--- src/rtl/poll_resp_pkg.sv ---
package poll_resp_pkg;

  // Registered answer for one poll cycle.
  typedef struct packed {
    logic drive;   // 1 = pad enabled for this cycle
    logic avail;   // cell-available value on the pad
  } poll_resp_t;

  localparam poll_resp_t RESP_IDLE = '{drive: 1'b0, avail: 1'b0};

endpackage

--- src/rtl/masked_any.sv ---
module masked_any #(
  parameter int NUM_CH = 8
) (
  input  logic [NUM_CH-1:0] has_cell,
  input  logic [NUM_CH-1:0] mask,
  output logic              any_ready
);

  logic [NUM_CH-1:0] hit;

  for (genvar g = 0; g < NUM_CH; g++) begin : g_ch
    assign hit[g] = has_cell[g] & ~mask[g];
  end

  assign any_ready = |hit;

endmodule

--- src/rtl/poll_gate.sv ---
module poll_gate
  import poll_resp_pkg::*;
(
  input  logic       master_mode,
  input  logic       addr_valid,
  input  logic       port_sel,
  input  logic       any_ready,
  input  logic       prefetch_done,
  output poll_resp_t next_resp
);

  logic addressed;

  always_comb begin
    addressed        = ~master_mode & addr_valid & port_sel;
    next_resp        = RESP_IDLE;
    next_resp.drive  = addressed;
    next_resp.avail  = addressed & any_ready & prefetch_done;
  end

endmodule

--- src/rtl/poll_out_reg.sv ---
module poll_out_reg
  import poll_resp_pkg::*;
(
  input  logic       clk,
  input  logic       rst,
  input  poll_resp_t next_resp,
  output logic       cav,
  output logic       cav_oe_n
);

  poll_resp_t resp_q;

  always_ff @(posedge clk) begin
    if (rst) resp_q <= RESP_IDLE;
    else     resp_q <= next_resp;
  end

  assign cav      = resp_q.avail;
  assign cav_oe_n = ~resp_q.drive;

  // value is never high behind a released pad
  p_quiet_when_released_r8: assert property (@(posedge clk) disable iff (rst)
    cav_oe_n |-> !cav);

  // reset releases the pad on the following cycle
  p_reset_release_r1: assert property (@(posedge clk)
    rst |=> (cav_oe_n && !cav));

endmodule

--- src/rtl/cell_poll_responder.sv ---
module cell_poll_responder
  import poll_resp_pkg::*;
#(
  parameter int NUM_CH = 8
) (
  input  logic              clk,
  input  logic              rst,
  input  logic              master_mode,
  input  logic              addr_valid,
  input  logic              port_sel,
  input  logic [NUM_CH-1:0] ch_has_cell,
  input  logic [NUM_CH-1:0] ch_mask,
  input  logic              prefetch_done,
  output logic              cav,
  output logic              cav_oe_n
);

  logic       any_ready;
  poll_resp_t next_resp;

  masked_any #(.NUM_CH(NUM_CH)) u_any (
    .has_cell  (ch_has_cell),
    .mask      (ch_mask),
    .any_ready (any_ready)
  );

  poll_gate u_gate (
    .master_mode   (master_mode),
    .addr_valid    (addr_valid),
    .port_sel      (port_sel),
    .any_ready     (any_ready),
    .prefetch_done (prefetch_done),
    .next_resp     (next_resp)
  );

  poll_out_reg u_out (
    .clk       (clk),
    .rst       (rst),
    .next_resp (next_resp),
    .cav       (cav),
    .cav_oe_n  (cav_oe_n)
  );

  // master mode keeps the responder silent
  p_master_silent_r2: assert property (@(posedge clk) disable iff (rst)
    master_mode |=> (cav_oe_n && !cav));

  // an addressed poll enables the pad on the next cycle
  p_poll_enables_r3: assert property (@(posedge clk) disable iff (rst)
    (!master_mode && addr_valid && port_sel) |=> !cav_oe_n);

  // no address strobe, pad released next cycle
  p_release_no_strobe_r4: assert property (@(posedge clk) disable iff (rst)
    !addr_valid |=> (cav_oe_n && !cav));

  // strobe for another port leaves the pad released
  p_other_port_r5: assert property (@(posedge clk) disable iff (rst)
    (addr_valid && !port_sel) |=> cav_oe_n);

  // unfinished prefetch never reports a cell
  p_no_cell_before_prefetch_r7: assert property (@(posedge clk) disable iff (rst)
    !prefetch_done |=> !cav);

  // an unmasked cell with prefetch done reports available
  p_cell_reported_r6: assert property (@(posedge clk) disable iff (rst)
    (!master_mode && addr_valid && port_sel && prefetch_done
     && ((ch_has_cell & ~ch_mask) != '0)) |=> cav);

endmodule

--- config.mk ---
export PLATFORM = sky130hd
export DESIGN_NAME = cell_poll_responder
export DESIGN_NICKNAME = d
export VERILOG_FILES = /design/src/rtl/poll_resp_pkg.sv /design/src/rtl/masked_any.sv /design/src/rtl/poll_gate.sv /design/src/rtl/poll_out_reg.sv /design/src/rtl/cell_poll_responder.sv
export SDC_FILE = /design/constraint.sdc
export NUM_CORES = 1
export LEC_CHECK = 0
export ABC_AREA = 1
export BUFFER_PORTS_ARGS = -buffer_cell sky130_fd_sc_hd__buf_2
export CAP_MARGIN = 20
export CORE_AREA = 2 2 39 41
export CTS_CLUSTER_DIAMETER = 50
export CTS_CLUSTER_SIZE = 24
export DETAILED_ROUTE_END_ITERATION = 10
export DIE_AREA = 0 0 41 43
export PLACE_DENSITY = 0.48
export SYNTH_ARGS = -nofsm -noshare
export SYNTH_HDL_FRONTEND = slang
export SYNTH_SLANG_ARGS = --single-unit
--- constraint.sdc ---
create_clock -name clk -period 0.8 [get_ports clk]
set_input_delay 0.08 -clock clk [delete_from_list [all_inputs] [get_ports clk]]
set_output_delay 0.08 -clock clk [all_outputs]
set_load 0.01 [all_outputs]
==> metrics.md <==
| Metric | Value |
|---|---|
| Largest net degree at the start of global routing | `3` |
| Design area | `309 um2` |
| CP required | `just over 0.7 ns` |
| RSZ-0062 raised after global routing | `false` |
| Longest Clk Path Bufs | `2` |
| Seq cells post-synth | `2` |
| Gr usage total | `~5.4%` |
| Register area share after synthesis | `between 20% and 30%` |
| Worst Hold Class | `in -> reg` |
| Outcome | `finished, final reports clean` |
| Fin crit share | `about 93%` |
| Clk sink count | `2` |
| Met3 Use GR | `0%` |
| DP Wirelength | `about 350 um` |
| Area Growth Syn to Fin | `104%` |
| CTS HTree Levels | `1` |
| Routed WL | `between 300 and 400 um` |
| Hold-fix buffers, CTS | `0` |
| Crit-path cells | `inv_1 -> buf_2` |
| Final hold slack | `0.119 ns` |
| CTS tree | `done` |
| Remaining Overflow, GRT | `0` |
| RePlAce Congestion | `about 0.57` |
| Die area | `between 1500 and 2000 um2` |
| Crit path max fanout | `1` |
| Worst path slowest cell | `dfxtp_1` |
| First-pass GRT wire length | `621 um` |
| Die X | `41 um` |
| CP Class | `reg -> out` |
| Met1 Use GR | `under 10%` |
| Final setup vio count | `0` |
| Initial DRC Count | `0` |
| Rel. slew slack | `between 90% and 100%` |
| Grt peak-use layer | `met2` |
| GRT met2 Usage | `~8%` |
| Total power | `between 400 and 500 uW` |
| Post-synthesis instance area | `around 150 um2` |
| WHS Endpoint | `u_out.cav$_SDFF_PP0_` |
| Number of max-cap violations | `0` |
| Wire per inst | `~5.6 um` |
| Port Buffers | `23` |
| Vias in the first global route | `200` |
| Post-Synthesis Cells | `29` |
| Core area | `between 1000 and 1500 um2` |
| Static leakage power | `~0.00021 uW` |
| Setup TNS | `0 ns` |
| CP Launch Type | `flip-flop` |
| Post-route DRC | `0` |
| Synth warnings | `0` |
| Maximum clock rate | `about 1300 MHz` |
| Critical Path Sink Type | `output port` |
| CTS Buf Count | `3` |
| Critical Path Max Stage Delay | `0.29 ns` |
| 1st-pass router iterations | `1` |
| N_diodes | `0` |
| Worst Hold Depth | `3` |
| Layout cell share with drive strength beyond 1 | `about half` |
| CTS Root Cell | `clkbuf_4` |
| Max Transition Viols Final | `0` |
| VDD IR max | `about 0.00026 V` |
| Worst Hold Launch | `prefetch_done` |
| Final hold viol count | `0` |
| Chip height | `approximately 43 um` |
| Post-placement cell area | `287 um2` |
| Starting Density | `approximately 11%` |
| Vias | `~240` |
| Layout Nets | `between 70 and 80` |
| Std cell rows | `14` |
| Post-DRT Antenna Nets | `0` |
| Pwr Density | `approximately 1300 nW/um2` |
| Yosys cell types | `8` |
| Tmin final | `roughly 0.75 ns` |
| Initial antenna violation count | `0` |
| Post-CTS Repair Setup Buffers | `0` |
| Post-DR vias/cell | `approximately 3.4` |
| Mapped Avg Cell Area | `between 5 and 6 um2` |
| Placed cells | `68` |
| Io pins | `24` |
| Arr. time, crit path | `between 0.6 and 0.7 ns` |
| Worst-path clk slew | `approximately 0.03 ns` |
| Layout Cells excl Fill | `just over 70` |
| CTS resizes | `0` |
| Syn Nets | `just over 50` |
| Worst Tran Pin Value | `0.109 ns` |
-- state kept, by name, indices dropped and copies added (netlist names) --
name          flops
u_out.cav         1
u_out.resp_q      1
-- layer usage --
layer | share of wire, % | up-vias | wire length, um
met5 | 0 | - | 0
met2 | 54 | 14 | 216
met3 | 14 | 0 | 56
met4 | 0 | 0 | 0
met1 | 31 | 91 | 125
li1 | - | 134 | -
-- per-stage QoR --
stage | worst slack, ns | utilization, %
3_3_place_gp | 0.214 | 20.7
6_report | 0.0547 | 22.3
5_1_grt | 0.0347 | 22.3
2_1_floorplan | 0.358 | -
4_1_cts | 0.0415 | 22.3
3_5_place_dp | 0.213 | 20.7
-- critical path, delay by kind of cell (launching register included) --
kind,cells,cell delay (ns)
DFF,1,0.29
buffers and inverters,2,0.15
-- cell type report --
type | instances | area [um2]
inverter | 9 | 33.8
tap | 16 | 20.0
multi-input combinational | 18 | 77.6
clock buffer | 3 | 22.5
timing repair buffer | 23 | 115
fill | 170 | 1070
sequential | 2 | 40.0
-- how the worst max path moves through the flow --
stage                                     startpoint                    to  slack [ns]  depth (start not counted)
after floorplan                           ch_mask[1]  u_out.cav$_SDFF_PP0_        0.36                          5
after CTS                 u_out.resp_q[1]$_SDFF_PP0_              cav_oe_n        0.04                          2
after detailed placement                  ch_mask[6]  u_out.cav$_SDFF_PP0_        0.21                          6
after global placement                ch_has_cell[1]  u_out.cav$_SDFF_PP0_        0.21                          5
final                     u_out.resp_q[1]$_SDFF_PP0_              cav_oe_n        0.05                          2
after global routing      u_out.resp_q[1]$_SDFF_PP0_              cav_oe_n        0.03                          2
-- where the power goes --
| part | switching [uW] | internal, uW |
|---|---|---|
| Sequential | 0.401 | 103 |
| Clock | 52.9 | 165 |
| Combinational | 33.6 | 51.5 |
-- placed cells by master (no fill, tap or decap) --
cell	n
dfxtp_1	2
inv_1	9
nand4_1	1
and3_2	1
a21oi_1	1
nor2_2	1
nand2_1	12
clkbuf_4	3
buf_2	23
nor2_1	2
-- cell families after synthesis --
| logic type | count (synthesis) | share of synthesized area (%) |
|---|---|---|
| AO/OA/AOI/OAI | 1 | 3.30 |
| buffers and inverters | 9 | 22.3 |
| flip-flops | 2 | 26.4 |
| AND/OR/NAND/NOR | 17 | 47.9 |
-- Yosys cell counts (all sizes together) --
| master | count | area, um2 |
|---|---|---|
| nand2 | 12 | 45.0 |
| nand4 | 1 | 6.26 |
| a21oi | 1 | 5.00 |
| and3 | 1 | 7.51 |
| inv | 9 | 33.8 |
| nor2 | 3 | 13.8 |
| dfxtp | 2 | 40.0 |
No activity file was read; power rests on OpenSTA's default activity.
